[src/rtl/xl_pkg.sv]
package xl_pkg;
  typedef enum logic [1:0] {
    ST_IDLE  = 2'd0,
    ST_FETCH = 2'd1,
    ST_WAIT  = 2'd2,
    ST_RESP  = 2'd3
  } walk_st_t;

  localparam int NUM_REGS   = 5;
  localparam int REG_BASE   = 'h300;
  localparam int REG_STRIDE = 8;
  localparam int ALIAS_BIT  = 13;
endpackage

[src/rtl/xl_regs.sv]
module xl_regs #(
  parameter int W   = 64,
  parameter int CAW = 18
) (
  input  logic           clk,
  input  logic           rst_n,
  input  logic           wr_en,
  input  logic [CAW-1:0] wr_addr,
  input  logic           wr_wide,
  input  logic [W-1:0]   wr_data,
  input  logic [CAW-1:0] rd_addr,
  output logic [W-1:0]   rd_data,
  output logic [W-1:0]   range_base,
  output logic [W-1:0]   range_mask,
  output logic [W-1:0]   table_ptr
);
  import xl_pkg::*;
  localparam int HW = W / 2;
  localparam logic [CAW-1:0] IGNORE = CAW'(1) << ALIAS_BIT | CAW'(REG_STRIDE - 1);

  logic [W-1:0]   regs_q [NUM_REGS];
  logic [CAW-1:0] wr_norm, rd_norm;

  assign wr_norm = wr_addr & ~IGNORE;
  assign rd_norm = rd_addr & ~IGNORE;

  for (genvar i = 0; i < NUM_REGS; i++) begin : g_reg
    localparam logic [CAW-1:0] OFF = CAW'(REG_BASE + i * REG_STRIDE);
    logic [W-1:0] merged;
    always_comb begin
      if (wr_wide)          merged = wr_data;
      else if (wr_addr[2])  merged = {wr_data[HW-1:0], regs_q[i][HW-1:0]};
      else                  merged = {regs_q[i][W-1:HW], wr_data[HW-1:0]};
    end
    always_ff @(posedge clk) begin
      if (!rst_n)                          regs_q[i] <= '0;
      else if (wr_en && wr_norm == OFF)    regs_q[i] <= merged;
    end
  end

  always_comb begin
    rd_data = '0;
    for (int i = 0; i < NUM_REGS; i++)
      if (rd_norm == CAW'(REG_BASE + i * REG_STRIDE)) rd_data = regs_q[i];
  end

  assign range_base = regs_q[0];
  assign range_mask = regs_q[1];
  assign table_ptr  = regs_q[4];
endmodule

[src/rtl/xl_range.sv]
module xl_range #(
  parameter int W  = 64,
  parameter int PS = 12,
  parameter int ES = 3
) (
  input  logic [W-1:0] addr,
  input  logic [W-1:0] range_base,
  input  logic [W-1:0] range_mask,
  input  logic [W-1:0] table_ptr,
  output logic [W-1:0] page,
  output logic         hit,
  output logic [W-1:0] entry_addr
);
  localparam logic [W-1:0] OFS_MASK = (W'(1) << PS) - W'(1);

  assign page       = addr & ~OFS_MASK;
  assign hit        = range_base[0] &&
                      ((page & range_mask) == {range_base[W-1:1], 1'b0});
  assign entry_addr = table_ptr + ((page >> PS) << ES);
endmodule

[src/rtl/xl_walker.sv]
module xl_walker #(
  parameter int W  = 64,
  parameter int PS = 12
) (
  input  logic         clk,
  input  logic         rst_n,
  input  logic         req_valid,
  output logic         req_ready,
  input  logic [W-1:0] page,
  input  logic         hit,
  input  logic [W-1:0] entry_addr,
  output logic         rsp_valid,
  input  logic         rsp_ready,
  output logic [W-1:0] rsp_iova,
  output logic [W-1:0] rsp_paddr,
  output logic         rsp_fault,
  output logic         mem_req_valid,
  input  logic         mem_req_ready,
  output logic [W-1:0] mem_req_addr,
  input  logic         mem_rsp_valid,
  input  logic [W-1:0] mem_rsp_data
);
  import xl_pkg::*;
  localparam logic [W-1:0] OFS_MASK = (W'(1) << PS) - W'(1);

  walk_st_t     st_q;
  logic [W-1:0] page_q, maddr_q, paddr_q;
  logic         fault_q;
  logic         entry_ok;
  logic [W-1:0] entry_page;

  assign entry_ok   = mem_rsp_data[W-1];
  assign entry_page = {1'b0, mem_rsp_data[W-2:0]} & ~OFS_MASK;

  always_ff @(posedge clk) begin
    if (!rst_n) begin
      st_q    <= ST_IDLE;
      page_q  <= '0;
      maddr_q <= '0;
      paddr_q <= '0;
      fault_q <= 1'b0;
    end else begin
      unique case (st_q)
        ST_IDLE: if (req_valid) begin
          page_q <= page;
          if (hit) begin
            maddr_q <= entry_addr;
            st_q    <= ST_FETCH;
          end else begin
            paddr_q <= page;
            fault_q <= 1'b0;
            st_q    <= ST_RESP;
          end
        end
        ST_FETCH: if (mem_req_ready) st_q <= ST_WAIT;
        ST_WAIT: if (mem_rsp_valid) begin
          fault_q <= !entry_ok;
          paddr_q <= entry_ok ? entry_page : '0;
          st_q    <= ST_RESP;
        end
        ST_RESP: if (rsp_ready) st_q <= ST_IDLE;
        default: st_q <= ST_IDLE;
      endcase
    end
  end

  assign req_ready     = (st_q == ST_IDLE);
  assign mem_req_valid = (st_q == ST_FETCH);
  assign mem_req_addr  = maddr_q;
  assign rsp_valid     = (st_q == ST_RESP);
  assign rsp_iova      = page_q;
  assign rsp_paddr     = paddr_q;
  assign rsp_fault     = fault_q;
endmodule

[src/rtl/iova_xlate.sv]
module iova_xlate #(
  parameter int W   = 64,
  parameter int CAW = 18,
  parameter int PS  = 12,
  parameter int ES  = 3
) (
  input  logic           clk,
  input  logic           rst_n,
  input  logic           cfg_we,
  input  logic [CAW-1:0] cfg_addr,
  input  logic           cfg_wide,
  input  logic [W-1:0]   cfg_wdata,
  input  logic [CAW-1:0] cfg_raddr,
  output logic [W-1:0]   cfg_rdata,
  input  logic           req_valid,
  output logic           req_ready,
  input  logic [W-1:0]   req_addr,
  output logic           rsp_valid,
  input  logic           rsp_ready,
  output logic [W-1:0]   rsp_iova,
  output logic [W-1:0]   rsp_paddr,
  output logic           rsp_fault,
  output logic [PS-1:0]  rsp_offset_mask,
  output logic           mem_req_valid,
  input  logic           mem_req_ready,
  output logic [W-1:0]   mem_req_addr,
  input  logic           mem_rsp_valid,
  input  logic [W-1:0]   mem_rsp_data
);
  logic [W-1:0] range_base, range_mask, table_ptr, page, entry_addr;
  logic         hit;

  xl_regs #(.W(W), .CAW(CAW)) u_regs (
    .clk(clk), .rst_n(rst_n),
    .wr_en(cfg_we), .wr_addr(cfg_addr), .wr_wide(cfg_wide), .wr_data(cfg_wdata),
    .rd_addr(cfg_raddr), .rd_data(cfg_rdata),
    .range_base(range_base), .range_mask(range_mask), .table_ptr(table_ptr)
  );

  xl_range #(.W(W), .PS(PS), .ES(ES)) u_range (
    .addr(req_addr), .range_base(range_base), .range_mask(range_mask),
    .table_ptr(table_ptr), .page(page), .hit(hit), .entry_addr(entry_addr)
  );

  xl_walker #(.W(W), .PS(PS)) u_walk (
    .clk(clk), .rst_n(rst_n),
    .req_valid(req_valid), .req_ready(req_ready),
    .page(page), .hit(hit), .entry_addr(entry_addr),
    .rsp_valid(rsp_valid), .rsp_ready(rsp_ready), .rsp_iova(rsp_iova),
    .rsp_paddr(rsp_paddr), .rsp_fault(rsp_fault),
    .mem_req_valid(mem_req_valid), .mem_req_ready(mem_req_ready),
    .mem_req_addr(mem_req_addr),
    .mem_rsp_valid(mem_rsp_valid), .mem_rsp_data(mem_rsp_data)
  );

  assign rsp_offset_mask = '1;
endmodule

[config.mk]
export PLATFORM = sky130hd
export DESIGN_NAME = iova_xlate
export DESIGN_NICKNAME = d
export VERILOG_FILES = /design/src/rtl/xl_pkg.sv /design/src/rtl/xl_regs.sv /design/src/rtl/xl_range.sv /design/src/rtl/xl_walker.sv /design/src/rtl/iova_xlate.sv
export SDC_FILE = /design/constraint.sdc
export NUM_CORES = 1
export LEC_CHECK = 0
export BUFFER_PORTS_ARGS = -buffer_cell sky130_fd_sc_hd__clkbuf_2
export CAP_MARGIN = 20
export CORE_MARGIN = 3
export CORE_UTILIZATION = 45
export CTS_BUF_LIST = sky130_fd_sc_hd__clkbuf_16
export CTS_CLUSTER_SIZE = 28
export DETAILED_ROUTE_END_ITERATION = 12
export GPL_TIMING_DRIVEN = 0
export MAX_ROUTING_LAYER = met4
export PLACE_DENSITY_LB_ADDON = 0.05
export SYNTH_ARGS = -nofsm -noshare
export SYNTH_HDL_FRONTEND = slang
export SYNTH_SLANG_ARGS = --single-unit
[constraint.sdc]
create_clock -name clk -period 12.5 [get_ports clk]
set_clock_uncertainty 0.15 [all_clocks]
set_input_delay 0.625 -clock clk [delete_from_list [all_inputs] [get_ports clk]]
set_output_delay 0.625 -clock clk [all_outputs]
set_load 0.01 [all_outputs]
======== Word-level counts from Yosys, hierarchy flattened ========
Memories as Yosys holds them, arrays and structs flattened.
Index checks and enable logic that the tools add are counted.
operators by class
  $add $sub $neg .......................... 1
  equality and inequality tests ........... 19
  multiplexer cells ....................... 51
  bitwise gates (word level) .............. 6
  reduce and logical (&&, ||, !) cells .... 13
operators with widths
  operator                                                number
  two-way mux 64 bit                                      23
  equality test 14 x 7 -> 1 bit (second input constant)   10
  one-hot mux 64 bit (2 select lines)                     1
  adder 64 x 55 -> 64 bit                                 1
  bitwise AND 64 bit                                      1
  equality test 64 bit                                    1
  two-way mux 63 bit                                      1
  two-way mux 1 bit                                       19
  two-way mux 2 bit                                       5
  one-hot mux 2 bit (4 select lines)                      1
  AND reduction 4 bit                                     2
  logical AND 1 bit                                       6
  inequality test 2 bit (second input constant)           3
  bitwise OR 1 bit                                        5
  equality test 2 bit (second input constant)             2
  inequality test 2 x 1 -> 1 bit (second input constant)  2
  AND reduction 3 bit                                     1
  equality test 2 x 1 -> 1 bit (second input constant)    1
  logical NOT 2 bit                                       1
  one-hot mux 1 bit (2 select lines)                      1
  AND reduction 2 bit                                     1
  nonzero test 2 bit                                      1
  logical NOT 1 bit                                       1
storage, ports and cells
  flip-flop bits (word level) ............. 183
  memory bits (writable) .................. 320
  bits of input ports ..................... 236
  output and inout bits ................... 272
  word-level logic and storage cells ...... 96
  memories kept ........................... 1
memory list
  name           words  width  rd ports  clocked after memory_dff  wr ports  line           text
  u_regs.regs_q  5      64     5         0                         5         xl_regs.sv:21  logic [W-1:0] regs_q [NUM_REGS];

======== Depth between registers and ports, before layout ========
Gate-level depths: netlist of run 1.
An unclocked memory read counts as a cell.
  depth after elaboration ................. 7
  mapped depth ............................ 12
  depth with buffers taken out ............ 11

======== Cells and area by module ========
Synthesis of run 1 repeated with hierarchy kept, for this count alone.
unflattened totals
  cells, all modules ...................... 2564
  area, all modules ....................... 27224.9 µm²
by module, submodules not included
  module      times used  cells each  area an instance (µm²)
  xl_regs     1           949         14701.6
  xl_walker   1           875         7618.6
  xl_range    1           727         4810.9
  iova_xlate  1           13          93.8

======== Worst setup path after synthesis of run 1 ========
Ideal clock, no wire load.
  path type ............................... input port to flip-flop
  from .................................... input port rst_n
  to ...................................... memory u_regs.regs_q[4][0] (enable)
  library setup time ...................... 466 ps
  data arrival time ....................... 4375 ps
  data required time ...................... 11884 ps
  slack ................................... 7510 ps
  stages on the path ...................... 8
  cells stage by stage .................... clkbuf_1 > inv_1 > or4_1 > nor4_1 > nand4_1 > or2_2 > clkbuf_1 > o21ai_0
RTL lines
  item                line             text
  start: declaration  iova_xlate.sv:8  input logic rst_n,
  end: declaration    xl_regs.sv:21

======== Final worst setup path of run 1 ========
  from .................................... input port cfg_raddr[12]
  to ...................................... output port cfg_rdata[24]
on the way
  longest elaborated chain between the ends .. 6
ends and longest elaborated chain
  item                              line              text
  start: declaration                iova_xlate.sv:13  input logic [CAW-1:0] cfg_raddr,
  equality test 14 x 7 -> 1 bit     xl_regs.sv:44     if (rd_norm == CAW'(REG_BASE + i * REG_STRIDE)) rd_data = regs_q[i];
  two-way mux 64 bit (4 in series)  xl_regs.sv:44
  two-way mux 64 bit (*)            xl_regs.sv:44
  end: declaration                  iova_xlate.sv:14  output logic [W-1:0] cfg_rdata,
Every way passes the cells marked *; elsewhere a longest branch is shown, timed or not.

==> results of run 1 <==
==> placed cells by master (no fill, tap or decap), types with 8 or more instances in the layout <==
master,synthesis,routed
o21ai_0,41,31
inv_1,16,33
o22a_1,10,10
nor3_1,20,20
clkinv_2,0,9
a21boi_0,9,9
edfxtp_1,320,320
and3_1,35,35
xnor2_1,34,34
o21ai_4,0,10
nand2_1,338,338
nand3_1,37,37
ha_1,56,56
clkbuf_1,152,152
o21bai_1,8,8
dfxtp_1,171,171
conb_1,2,36
a21o_1,30,30
nor4_1,15,14
a31oi_1,71,71
clkbuf_16,0,56
xor2_1,33,33
nor2_1,327,327
clkbuf_2,0,436
o211ai_1,10,10
a21oi_1,183,183
a222oi_1,62,62
and2_1,175,175
a211oi_1,71,71
buf_4,36,37
a22oi_1,83,83
nand4_1,23,23
==> routing by layer <==
metal | share of wire [%] | wire length [um]
met1 | 41 | 42580
met2 | 46 | 47770
met3 | 9.8 | 10160
met4 | 3.2 | 3300
met5 | 0 | 0
==> worst max-delay path: cells and delay by family <==
kind | cells | cell delay [ns]
AOI/OAI and AO/OA | 2 | 0.82
buffers and inverters | 4 | 1.44
and+or+nand+nor | 4 | 1.05
==> worst max path at each step <==
stage             startpoint                    to  slack, ns  depth (start not counted)
2_1_floorplan          rst_n   u_regs.regs_q[4][0]       7.51                          8
3_5_place_dp           rst_n  u_regs.regs_q[3][48]       7.71                          9
4_1_cts        cfg_raddr[12]         cfg_rdata[28]       7.83                         10
5_1_grt        cfg_raddr[14]         cfg_rdata[28]       7.58                         10
3_3_place_gp           rst_n  u_regs.regs_q[3][47]       4.18                          8
6_report       cfg_raddr[12]         cfg_rdata[24]       7.78                         10
==> sequential cells by signal, summed over array words and instances, names as in the netlist <==
signal / count
u_walk.rsp_fault: 1
u_walk.rsp_iova: 52
u_regs.regs_q: 320
u_walk.rsp_paddr: 52
u_walk.mem_req_addr: 64
u_walk.st_q: 2
==> cells by family (layout without fill, tap and decap cells) <==
logic type,count (synthesis),after routing,synth area share (%)
compound gates,633,633,17.66
xor+xnor,67,67,2.405
fa+ha+maj,57,57,2.953
buf+inv,216,765,3.907
flops,491,491,53.41
mux,9,9,0.3846
other cells,2,40,0.03078
simple gates,1019,1019,19.25
==> power by group through the flow <==
stage / clock network (mW) / registers (mW) / logic (mW)
floorplan: 0 / 2.05 / 0.557
CTS: 1.66 / 1.99 / 1.05
detailed placement: 0 / 2.03 / 1.05
global placement: 0 / 2.03 / 1.02
global route: 1.72 / 2.01 / 1.15
finish: 1.65 / 2.00 / 1.07
==> synth_stat cells, drive strengths merged, types with 15 or more instances <==
library cell	instances
nor4	15
nand3	37
o21ai	44
dfxtp	171
nor3	20
a222oi	62
clkbuf	152
a22oi	83
xor2	33
a21oi	183
and3	35
nor2	328
a211oi	71
a31oi	71
a21o	30
nand4	23
ha	56
inv	17
edfxtp	320
buf	47
xnor2	34
nand2	338
and2	175
==> layout make-up <==
type	count	area (um^2)
Fill cell	4870	23270
Sequential cell	491	13030
Multi-Input combinational cell	1821	10660
Timing Repair Buffer	448	2457
Clock buffer	56	1401
Buffer	199	889.6
Tap cell	688	860.8
Clock inverter	45	426.7
Inverter	17	63.81
Antenna cell	4	10.01
==> flow_summary.toml, run 1 <==
[power_and_ir_drop]
pwr-share-seq_pct = 42.3
p_clk_share_pct = 35.0
internal-power_mw = 3.184
peakVddDrop_mv = 0.1104
power_mw = 4.720
leakagePower_nw = 11.71
pwr_density_cell_nw_per_um2 = 158.3
p_sw_share_pct = 32.53
p_switching_mw = 1.535
pwr-share-comb_pct = 22.6

[yosys]
seq_area_frac_synth_pct = 53.41
synthFlopType = "edfxtp_1"
syn-mean-instance-area_um2 = 9.784
synth_edf_count = 320
ys.warnings.count = 0
async_flop_share_pct = 0
synthDominantCellAreaShare_pct = 39.38
syn_area_um2 = 24400
yosysTopAreaCell = "edfxtp_1"
synthCells = 2494
ys_types = 73
ys_ff_latch = 491
yosys-top-cells-area = "edfxtp_1, dfxtp_1, nand2_1, nor2_1, and2_1"

[die]
core_area_um2 = 53080
dieWidth_um = 238.9
die-area_um2 = 57060
rows = 84
initial_utilization_pct = 45.98
ios = 508
die_h_um = 238.9

[clock_network]
root_buffer = "clkbuf_16"
clock-sinks = 491
cts_buffers = 54
clock_latency_ns = 0.66
cts_tree = "done"
clk_pin_slew_ns = 0.06
clk_path_buf_depth = 3
htreeDepth = 2
cts-hold-fix-buffers = 0
postCtsSetupRepairBufs = 0
cts-resized-gates = 0

[finish]
drive_above_1_share_pct = 19.30
fin_util_pct = 56.16
stdcell_area_um2 = 29800
layout.nets = 3325
fin_cells = 3769
syn2layout_area_growth_pct = 22.14

[global_route]
grt_use_total_pct = 36.35
grt_use_met3_pct = 5.895
grt_pass1_wl_mm = 146.2
grt_pass1_vias = 21130
met1_usage_pct = 49.00
met2_usage_pct = 56.77
overflow = 0
antenna_found_initial = 5
grt_max_degree = 25
busiest_layer = "met2"

[placement]
dp_hpwl_mm = 81.61
dp_cells = 3663
pre_cts_ws_ns = 7.711
port_buffers = 436
gp_congestion = 0.9921
post_dp_cell_area_um2 = 27950

[setup_path]
crit_slowest_cell = "clkbuf_1"
r2r-end = "u_walk.mem_req_addr[15]"
worstPathMaxFanout = 10
cpPeakStageDelay_ns = 0.63
timing.rr.start = "u_regs.regs_q[0][5]"
crit_type = "in -> out"
cp.arrival_ns = 3.95
end_kind = "output pin"
critPathRequiredTime_ns = 11.73
crit_chain = "clkbuf_2 > nor4_1 > nand4_1 > nor2_1 > and3_1 > clkbuf_1 > clkbuf_1 > a222oi_1 > a31oi_1 > clkbuf_2"
start_kind = "input port"
r2r_cells = 10
r2r_slack_ns = 8.04

[min_path]
min_to = "u_walk.rsp_iova[50]"
min_from = "req_addr[50]"
hp-class = "in -> reg"
hold_depth = 3

[sta]
hold_viol = 0
finalCriticalPeriod_ns = 4.722
worstMarginPinSlew_ns = 1.193
setup-violations-final = 0
whs_ns = 0.1432
fmax_mhz = 211.8
drv_slew = 0
slew-limit-headroom_pct = 20.14
fin_ws_ns = 7.778
rsz0062_at_grt = "no"
fin_crit_sh_pct = 37.77
fin_setup_tns_ns = 0

[drt]
drt_pass1_iterations = 9
routed_wl_mm = 103.8
drtAntennaViolNets = 0
via_count = 22750
drtIter0Drc = 2916
wl_per_cell_um = 27.55
avgViaCountPerCell = 6.035
post-route-drc-count = 0

[run]
drv_cap = 0

[run_status]
status = "complete, no violations"
Note: power is estimated with default switching activity, not from simulation.
==> inputs of run 2 (changes only) <==
Clock period 12.5 ns to 4.1 ns, I/O delays scaled along.
==> run 2 against run 1 <==
Compared with the run above: sequential share of layout area down 2.6 points; combinational power rose to 3.4 times the previous value; final cell count up 4.9%; largest cell class unchanged; highest routed layer unchanged; critical endpoint is now u_walk.mem_req_addr[34]; global-route usage up 1.4 points; wire length up 4.0%; critical path type is now reg -> reg.
==> flow_summary.toml, run 2 (synthesis results as in run 1) <==
[drt]
wl_per_cell_um = 27.31
post-route-drc-count = 0
avgViaCountPerCell = 6.005
drtIter0Drc = 3040
drtAntennaViolNets = 0
drt_pass1_iterations = 9
via_count = 23740
routed_wl_mm = 108.0

[power_and_ir_drop]
pwr-share-comb_pct = 24.5
peakVddDrop_mv = 0.3475
power_mw = 14.72
internal-power_mw = 9.993
pwr_density_cell_nw_per_um2 = 464.5
p_sw_share_pct = 32.12
leakagePower_nw = 12.45
p_clk_share_pct = 34.0
p_switching_mw = 4.729
pwr-share-seq_pct = 41.5

[global_route]
antenna_found_initial = 2
grt_pass1_wl_mm = 152.8
grt_use_total_pct = 37.78
overflow = 0
grt_pass1_vias = 22710
grt_max_degree = 22

[die]
core_area_um2 = 53080
die-area_um2 = 57060
initial_utilization_pct = 45.98
rows = 84
ios = 508
die_h_um = 238.9
dieWidth_um = 238.9

[setup_path]
worstPathMaxFanout = 10
critPathRequiredTime_ns = 4.50
path_buf_inv = 2
crit_type = "reg -> reg"
crit_cells = 10
r2r_cells = 10
cpPeakStageDelay_ns = 0.60
crit_slowest_cell = "or4_1"
cp.arrival_ns = 4.44
crit_chain = "or4_1 > nor4b_4 > or4b_1 > nor3_1 > nand4_1 > nor2_2 > clkbuf_2 > buf_2 > nand2_1 > a21oi_1"
r2r_slack_ns = 0.06
start_kind = "flip-flop"
crit_family = "simple AND/OR/NAND/NOR gates"
end_kind = "flip-flop"

[sta]
slew-limit-headroom_pct = 21.98
finalCriticalPeriod_ns = 4.039
worstMarginPinSlew_ns = 1.166
fin_setup_tns_ns = 0
hold_viol = 0
setup-violations-final = 0
fin_crit_sh_pct = 98.52
drv_slew = 0
rsz0062_at_grt = "no"
fmax_mhz = 247.6

[finish]
fin_util_pct = 59.72
syn2layout_area_growth_pct = 29.89
drive_above_1_share_pct = 18.24
layout.nets = 3514
mostFrequentLayoutCells = "clkbuf_2, nand2_1, nor2_1"
largest_reg_flops = 320
top_register = "u_regs.regs_q"
final_common_cell = "clkbuf_2"

[clock_network]
clock_latency_ns = 0.62
clk_pin_slew_ns = 0.06
clk_path_buf_depth = 3
cts_tree = "done"
cts_buffers = 53
clock-sinks = 491
htreeDepth = 2
root_buffer = "clkbuf_16"
postCtsSetupRepairBufs = 0

[min_path]
hold_depth = 3
hp-class = "in -> reg"

[placement]
port_buffers = 436
gp_congestion = 0.9936
dp_hpwl_mm = 82.26

[run]
drv_cap = 0

[run_status]
status = "complete, no violations"
-- run 2: stage by stage --
stage          worst slack, ns  cell area, um^2  hold WS (ns)  std cells
5_1_grt                0.02855            31690       0.03456       3952
3_3_place_gp            -3.325            27570        0.2925       3652
4_1_cts                0.01176            31640      0.003936       3949
6_report               0.06058            31700       0.02854       3953
3_5_place_dp           -0.3903            27950        0.2970       3663
2_1_floorplan          -0.4701            24530        0.1910       2528
-- run 2: path summary, 6_finish.rpt --
| check | startpoint | end |
|---|---|---|
| hold / removal | cfg_wdata[40] | u_regs.regs_q[4][40] |
| setup reg to reg | u_regs.regs_q[0][5] | u_walk.mem_req_addr[34] |
| hold reg to reg | u_walk.mem_req_addr[33] | u_walk.mem_req_addr[33] |
| setup / recovery | u_regs.regs_q[0][5] | u_walk.mem_req_addr[34] |
-- run 2: metal layers --
metal / global-route usage (%) / vias to the layer above / wire length (um)
met4: 15.59 / 0 / 4976
met2: 58.51 / 1381 / 49660
met1: 49.53 / 11550 / 42940
met3: 6.391 / 248 / 10400
met5: - / - / 0
li1: - / 10560 / -
-- run 2: timing repair --
action	CTS	global route
resized for setup	4	10
hold buffers	190	0
pin swaps	0	0
hold endpoints to repair	348	0
endpoints found under the setup margin	40	41
-- run 2: worst reg2reg max path: stages, from the launching register on --
cell and delay [ns]:
edfxtp_1 0.47, or4_1 0.60, nor4b_4 0.33, or4b_1 0.50, nor3_1 0.19, nand4_1 0.35, nor2_2 0.40, clkbuf_2 0.38
buf_2 0.28, nand2_1 0.15, a21oi_1 0.17
-- run 2: power groups by stage --
stage	Sequential, mW	Clock (mW)	Combinational, mW
after global routing	6.14	5.21	3.86
after detailed placement	6.19	0	3.21
after floorplan	6.24	0	1.70
final	6.11	5.00	3.61
after CTS	6.09	5.02	3.51
after global placement	6.18	0	3.12
-- run 2: area by class of cell --
| cell class | instances | area, um^2 |
|---|---|---|
| flip-flops and latches | 491 | 13030 |
| plain buffers | 199 | 892.1 |
| multi-input cells | 1821 | 10710 |
| well taps | 688 | 860.8 |
| repair buffers | 638 | 4359 |
| clock buffers | 53 | 1326 |
| diodes | 3 | 7.507 |
| clock inverters | 43 | 447.9 |
| inverters | 17 | 63.81 |
| fillers | 4679 | 21380 |
